--- config.mk ---
export PLATFORM = sky130hd
export DESIGN_NAME = dmac_csr
export DESIGN_NICKNAME = d
export VERILOG_FILES = /design/src/rtl/dmac_csr_pkg.sv /design/src/rtl/dmac_csr_ctrl.sv /design/src/rtl/dmac_csr_data.sv /design/src/rtl/dmac_csr.sv
export SDC_FILE = /design/constraint.sdc
export NUM_CORES = 1
export LEC_CHECK = 0
export BUFFER_PORTS_ARGS = -buffer_cell sky130_fd_sc_hd__buf_4
export CAP_MARGIN = 15
export CORE_ASPECT_RATIO = 2
export CORE_UTILIZATION = 50
export CTS_CLUSTER_DIAMETER = 40
export DETAILED_ROUTE_END_ITERATION = 10
export PLACE_DENSITY = 0.8
export SLEW_MARGIN = 20
export SYNTH_ARGS = -nofsm -noshare
export SYNTH_HDL_FRONTEND = slang
export SYNTH_SLANG_ARGS = --single-unit
--- constraint.sdc ---
create_clock -name clk -period 5.4 [get_ports clk]
set_input_delay 1.62 -clock clk [delete_from_list [all_inputs] [get_ports clk]]
set_output_delay 1.62 -clock clk [all_outputs]
set_load 0.05 [all_outputs]
--- src/rtl/dmac_csr_pkg.sv ---
package dmac_csr_pkg;

  localparam logic [4:0] OFF_MODE = 5'h00;
  localparam logic [4:0] OFF_AUX  = 5'h04;
  localparam logic [4:0] OFF_CTL  = 5'h08;
  localparam logic [4:0] OFF_STS  = 5'h10;

  localparam int FIELD_W   = 4;
  localparam int START_LSB = 8;
  localparam int ERR_LSB   = 8;
  localparam int STATE_LSB = 16;

  typedef enum logic [1:0] {
    ENG_IDLE  = 2'd0,
    ENG_FETCH = 2'd1,
    ENG_WAIT  = 2'd2,
    ENG_XFER  = 2'd3
  } engState_e;

  typedef struct packed {
    logic wrMode;
    logic wrAux;
    logic wrCtl;
    logic clrSts;
  } csrStrobe_t;

endpackage

--- src/rtl/dmac_csr_ctrl.sv ---
module dmac_csr_ctrl
  import dmac_csr_pkg::*;
#(
  parameter int NUM_CH = 8,
  parameter int ADDR_W = 5
) (
  input  logic                  clk,
  input  logic                  rstN,
  input  logic                  wrEn,
  input  logic [ADDR_W-1:0]     addr,
  input  logic [NUM_CH-1:0]     startBits,
  input  logic [2*NUM_CH-1:0]   newModes,
  input  logic [2*NUM_CH-1:0]   engState,
  output csrStrobe_t            strb,
  output logic [NUM_CH-1:0]     chStart,
  output logic [NUM_CH-1:0]     chAbort
);

  logic [NUM_CH-1:0] startReq;
  logic [NUM_CH-1:0] abortReq;

  always_comb begin
    strb.wrMode = wrEn && (addr == ADDR_W'(OFF_MODE));
    strb.wrAux  = wrEn && (addr == ADDR_W'(OFF_AUX));
    strb.wrCtl  = wrEn && (addr == ADDR_W'(OFF_CTL));
    strb.clrSts = wrEn && (addr == ADDR_W'(OFF_STS));
  end

  for (genvar c = 0; c < NUM_CH; c++) begin : g_req
    // start honoured only for an idle engine
    assign startReq[c] = strb.wrCtl && startBits[c] &&
                         (engState[2*c +: 2] == ENG_IDLE);
    assign abortReq[c] = strb.wrMode && (newModes[2*c +: 2] == 2'd0);
  end

  always_ff @(posedge clk or negedge rstN) begin
    if (!rstN) begin
      chStart <= '0;
      chAbort <= '0;
    end else begin
      chStart <= startReq;
      chAbort <= abortReq;
    end
  end

endmodule

--- src/rtl/dmac_csr_data.sv ---
module dmac_csr_data
  import dmac_csr_pkg::*;
#(
  parameter int NUM_CH = 8,
  parameter int ADDR_W = 5,
  parameter int DATA_W = 32
) (
  input  logic                  clk,
  input  logic                  rstN,
  input  csrStrobe_t            strb,
  input  logic [ADDR_W-1:0]     addr,
  input  logic [DATA_W-1:0]     wrData,
  input  logic [NUM_CH-1:0]     evDone,
  input  logic [NUM_CH-1:0]     evErr,
  input  logic [2*NUM_CH-1:0]   engState,
  output logic [DATA_W-1:0]     rdData,
  output logic [2*NUM_CH-1:0]   chMode,
  output logic [NUM_CH-1:0]     chDir,
  output logic                  irq
);

  logic [NUM_CH-1:0][1:0] modeQ;
  logic [NUM_CH-1:0]      dirQ;
  logic [DATA_W-1:0]      auxQ;
  logic [NUM_CH-1:0]      enQ;
  logic [NUM_CH-1:0]      intQ;
  logic [NUM_CH-1:0]      errQ;

  logic [DATA_W-1:0] modeWord;
  logic [DATA_W-1:0] ctlWord;
  logic [DATA_W-1:0] stsWord;

  for (genvar c = 0; c < NUM_CH; c++) begin : g_ch
    always_ff @(posedge clk or negedge rstN) begin
      if (!rstN) begin
        modeQ[c] <= 2'd0;
        dirQ[c]  <= 1'b0;
      end else if (strb.wrMode) begin
        modeQ[c] <= wrData[FIELD_W*c +: 2];
        dirQ[c]  <= wrData[FIELD_W*c + 2];
      end
    end

    always_ff @(posedge clk or negedge rstN) begin
      if (!rstN) begin
        intQ[c] <= 1'b0;
      end else if (evDone[c] || evErr[c]) begin
        intQ[c] <= 1'b1;
      end else if (strb.clrSts && wrData[c]) begin
        intQ[c] <= 1'b0;
      end
    end

    always_ff @(posedge clk or negedge rstN) begin
      if (!rstN) begin
        errQ[c] <= 1'b0;
      end else if (evErr[c]) begin
        errQ[c] <= 1'b1;
      end else if (strb.clrSts && wrData[ERR_LSB + c]) begin
        errQ[c] <= 1'b0;
      end
    end

    assign chMode[2*c +: 2] = modeQ[c];
    assign chDir[c]         = dirQ[c];
  end

  always_ff @(posedge clk or negedge rstN) begin
    if (!rstN) begin
      auxQ <= '0;
      enQ  <= '0;
    end else begin
      if (strb.wrAux) auxQ <= wrData;
      if (strb.wrCtl) enQ  <= wrData[NUM_CH-1:0];
    end
  end

  always_comb begin
    modeWord = '0;
    ctlWord  = '0;
    stsWord  = '0;
    for (int c = 0; c < NUM_CH; c++) begin
      modeWord[FIELD_W*c +: FIELD_W] = {1'b0, dirQ[c], modeQ[c]};
      stsWord[c]                     = intQ[c];
      stsWord[ERR_LSB + c]           = errQ[c];
      stsWord[STATE_LSB + 2*c +: 2]  = engState[2*c +: 2];
    end
    ctlWord[NUM_CH-1:0] = enQ;
  end

  always_comb begin
    case (addr)
      ADDR_W'(OFF_MODE): rdData = modeWord;
      ADDR_W'(OFF_AUX):  rdData = auxQ;
      ADDR_W'(OFF_CTL):  rdData = ctlWord;
      ADDR_W'(OFF_STS):  rdData = stsWord;
      default:           rdData = '0;
    endcase
  end

  assign irq = |(intQ & enQ);

endmodule

--- src/rtl/dmac_csr.sv ---
module dmac_csr
  import dmac_csr_pkg::*;
#(
  parameter int NUM_CH = 8,
  parameter int ADDR_W = 5,
  parameter int DATA_W = 32
) (
  input  logic                  clk,
  input  logic                  rstN,
  input  logic                  wrEn,
  input  logic [ADDR_W-1:0]     addr,
  input  logic [DATA_W-1:0]     wrData,
  output logic [DATA_W-1:0]     rdData,
  output logic [2*NUM_CH-1:0]   chMode,
  output logic [NUM_CH-1:0]     chDir,
  output logic [NUM_CH-1:0]     chStart,
  output logic [NUM_CH-1:0]     chAbort,
  input  logic [NUM_CH-1:0]     evDone,
  input  logic [NUM_CH-1:0]     evErr,
  input  logic [2*NUM_CH-1:0]   engState,
  output logic                  irq
);

  csrStrobe_t          strb;
  logic [2*NUM_CH-1:0] newModes;

  for (genvar c = 0; c < NUM_CH; c++) begin : g_fld
    assign newModes[2*c +: 2] = wrData[FIELD_W*c +: 2];
  end

  dmac_csr_ctrl #(.NUM_CH(NUM_CH), .ADDR_W(ADDR_W)) u_ctrl (
    .clk       (clk),
    .rstN      (rstN),
    .wrEn      (wrEn),
    .addr      (addr),
    .startBits (wrData[START_LSB +: NUM_CH]),
    .newModes  (newModes),
    .engState  (engState),
    .strb      (strb),
    .chStart   (chStart),
    .chAbort   (chAbort)
  );

  dmac_csr_data #(.NUM_CH(NUM_CH), .ADDR_W(ADDR_W), .DATA_W(DATA_W)) u_data (
    .clk      (clk),
    .rstN     (rstN),
    .strb     (strb),
    .addr     (addr),
    .wrData   (wrData),
    .evDone   (evDone),
    .evErr    (evErr),
    .engState (engState),
    .rdData   (rdData),
    .chMode   (chMode),
    .chDir    (chDir),
    .irq      (irq)
  );

endmodule

# Word-level counts from Yosys, hierarchy flattened
# Cells that the tools add are included.
# Widths: inputs -> output; s select.
[op_classes] mux=33 n_bitwise=1 n_reduce_logical=86 eq_ne=3
[ops] operator="$pmux 32 s4" count=1
[ops] operator="$logic_and 1x1->1" count=44
[ops] operator="$logic_not 2->1" count=16
[ops] operator="$mux 1" count=32
[ops] operator="$reduce_bool 2->1" count=16
[ops] operator="$and 8x8->8" count=1
[ops] operator="$logic_or 1x1->1" count=8
[ops] operator="$reduce_or 8->1" count=1
[ops] operator="$eq 5x3->1 const B" count=1
[ops] operator="$eq 5x4->1 const B" count=1
[ops] operator="$eq 5x5->1 const B" count=1
[ops] operator="$logic_not 5->1" count=1
[word_totals] input_bits=72 regBits=96 word_cells=159

# Logic depth before layout (Yosys ltp)
[logic_depth] depth_word=5 depth_mapped=6

# By module
# A second synthesis with hierarchy kept.
[hier_totals] cells_unflattened=372 area_unflattened_um2=4529.3
[by_module_without_submodules] mod="dmac_csr_data" cells_each=319 area_each_um2=3843.7 instances=1
[by_module_without_submodules] mod="dmac_csr_ctrl" cells_each=53 area_each_um2=685.7 instances=1

# Least setup slack after synthesis
# No wires, ideal clock.
[synth_path] path_kind="input port to output port" start="in addr[3]" end="out rdData[18]" arrival_time_ps=3428 setup_slack_ps=352 cell_stages=5 cell_sequence="buf_4 or4_4 buf_6 buf_2 o2bb2ai_1"
[synth_via] elab_chain_cells=2 elab_cells_between_ends=5 cone_classes="eq/ne (3); mux (1); reduce/logical (1)"
[synth_lines] element="start, declared" line="dmac_csr.sv:11" source="input logic [ADDR_W-1:0] addr,"
[synth_lines] element="$eq 5x5->1 (tied with other cells)" line="dmac_csr_data.sv:92" source="case (addr)"
[synth_lines] element="$pmux 32 s4 (*)" line="dmac_csr_data.sv:92"
[synth_lines] element="end, declared" line="dmac_csr.sv:13" source="output logic [DATA_W-1:0] rdData,"
# Every way passes the cells marked *; elsewhere a longest branch is shown, timed or not.

# Worst setup path after layout
[layout_path] start="in addr[3]" end="out rdData[31]"
# Same word-level chain as after synthesis.

==> results_dict.tcl <==
set metrics [dict create \
    holdWs_ps 505 \
    wire_per_inst_um 20.3 \
    overflow 0 \
    power.leakage_nw 2.80 \
    antenna_found_initial 0 \
    fin_area_mm2 0.00578 \
    placed_area_mm2 0.00543 \
    share_comb_of_total_power_pct 21.9 \
    nets 539 \
    num_antenna_cells 0 \
    cts_hold_buf 0 \
    finalMaxSlewViolations 0 \
    holdCritPathClass "register to register" \
    skew_ps 0 \
    clkLatencyLatePin_ps 340 \
    clk_pin_slew_worst_paths_ps 60 \
    max_freq_ghz 0.202 \
    period_share_pct 91.7 \
    rsz0062_at_grt "false" \
    grt_pass1_wl_mm 18.1 \
    p_int_mw 1.48 \
    p_seq_share_pct 42.3 \
    cts.sinks 96 \
    rows 47 \
    tightest_slew_ps 933 \
    initial_utilization_pct 51.5 \
    cts_tree "yes" \
    grt_pass1_vias 3673 \
    netlist_area_mm2 0.00427 \
    switching_power_mw 0.605 \
    grtUsageTotal_pct 28.1 \
    dp.cells 554 \
    die-area_mm2 0.00894 \
    synth-seq-area-share_pct 56.2 \
    crit_chain "buf_4 > or4_4 > nor2_2 > buf_4 > a22o_1 > buf_4" \
    drt-vias-per-instance 5.86 \
    rrSetupSlack_ps 4550 \
    end_kind "output pin" \
    mostFrequentLayoutCells "buf_4, dfrtp_1, mux2_2" \
    sw_frac_of_total_pct 29.1 \
    first_pass_iters 4 \
    crit_top_cell "buf_4" \
    drt-total-wl_mm 11.6 \
    powerDensity_mw_per_mm2 360 \
    arrival_ps 3330 \
    critical_path.max_stage_delay_ps 560 \
    worstSetupPathType "input pin to output pin" \
    required_ps 3780 \
    cts_setup_buffers 0 \
    vias 3339 \
    ir_drop_v 0.000246 \
    htreeDepth 3 \
    numCtsBuffers 9 \
    critical-path-top-delay-family "simple AND/OR/NAND/NOR gates" \
    synth.ff_latch_count 96 \
    final_cells 570 \
    critPathBufInv 3 \
    status "finished, final reports clean" \
    cts_root_buffer "clkbuf_16" \
    cts_buffer_depth 2 \
    post-route-drc-count 0 \
    cpMaxStageDelayCell "or4_4" \
    layout_commonest_cell "buf_4" \
    setup_viol 0 \
    drive_gt1_share_pct 49.6 \
    drt_iter0_drc 200 \
    syn_inst 326 \
    period_minus_slack_ps 4950 \
    hpwl_mm 8.11 \
    cts_resized 0 \
    coreArea_mm2 0.00829 \
    maxSlewHeadroom_pct 37.7 \
    max_cap_viol_count 0 \
    ios 145 \
    synthesis.nets 398 \
    fin_setup_tns_ps 0 \
    area_growth_pct 35.3 \
    yosysWarnings 0 \
    hold_viol_final 0 \
    chipWidth_um 67.4 \
    p_clk_share_pct 35.7 \
    fin_util_pct 69.7 \
    die_h_um 133 \
    port-buffer-count 144 \
    grt_max_degree 68 \
    antenna_left 0 \
    synth.avg_cell_area_um2 13.1 \
    worstSetupStartpointType "input pin" \
    cp_max_fo 10 \
    gp_congestion 0.821 \
    ys_types 28 \
]
stage by stage:
stage	worst slack [ps]	total power [mW]
detailed placement	499	1.35
floorplan	352	1.16
finish	450	2.08
global placement	507	1.33
global route	389	2.15
CTS	481	2.09
cells by family after synthesis:
logic type	share of synthesized area, %
AO/OA/AOI/OAI	10.1
buffers and inverters	3.16
flip-flops	56.2
multiplexers	22.5
AND/OR/NAND/NOR	7.99
state kept, by name (all words and copies together) (netlist names):
| name | cells |
|---|---|
| u_ctrl.chStart | 8 |
| u_data.chDir | 8 |
| u_data.chMode | 16 |
| u_data.auxQ | 32 |
| u_ctrl.chAbort | 8 |
| u_data.errQ | 8 |
| u_data.enQ | 8 |
| u_data.intQ | 8 |
path summary, 6_finish.rpt:
kind	start	to	depth (start not counted)
min in group asynchronous	rstN	u_data.intQ[3]	1
max in group asynchronous	rstN	u_data.auxQ[31]	2
setup reg to reg	u_data.intQ[4]	u_data.intQ[4]	2
hold reg to reg	u_data.auxQ[24]	u_data.auxQ[24]	1
hold / removal	u_data.auxQ[24]	u_data.auxQ[24]	1
setup / recovery	addr[3]	rdData[31]	6
power groups by stage:
stage          logic [mW]  registers [mW]  clock network [mW]
2_1_floorplan       0.167           0.997                   0
3_3_place_gp        0.448           0.885                   0
3_5_place_dp        0.458           0.891                   0
4_1_cts             0.460           0.878               0.753
5_1_grt             0.483           0.890               0.777
6_report            0.456           0.881               0.744
cells in the mapped netlist (all sizes together):
master / count / area (um2)
o2bb2ai: 20 / 175
nor4b: 8 / 70.1
a22oi: 6 / 45.0
nor3: 17 / 90.1
a22o: 6 / 52.6
nand2: 1 / 3.75
dfrtp: 96 / 2400
nor2: 25 / 113
buf: 14 / 86.3
nand3: 3 / 15.0
clkbuf: 4 / 15.0
a31oi: 16 / 100
nor2b: 2 / 12.5
or3: 1 / 6.26
mux2i: 24 / 240
and2: 1 / 6.26
or4: 2 / 18.8
a221o: 6 / 60.1
inv: 9 / 33.8
mux2: 64 / 721
nand4: 1 / 6.26
routing by layer:
metal	wire [um]	track usage, %	up-vias	share of wire, %
li1	-	-	1500	-
met1	4060	28.4	1678	35
met2	6530	50.7	129	56
met3	533	6.03	32	4.6
met4	465	14.9	0	4.0
met5	0	0	-	0
layout make-up:
class | instances | area, um2
Clock buffer | 11 | 253
Sequential cell | 96 | 2400
Timing Repair Buffer | 148 | 1120
Tap cell | 98 | 123
Inverter | 9 | 33.8
Multi-Input combinational cell | 203 | 1750
Clock inverter | 5 | 103
Fill cell | 624 | 2510
No activity file was read; power rests on OpenSTA's default activity.
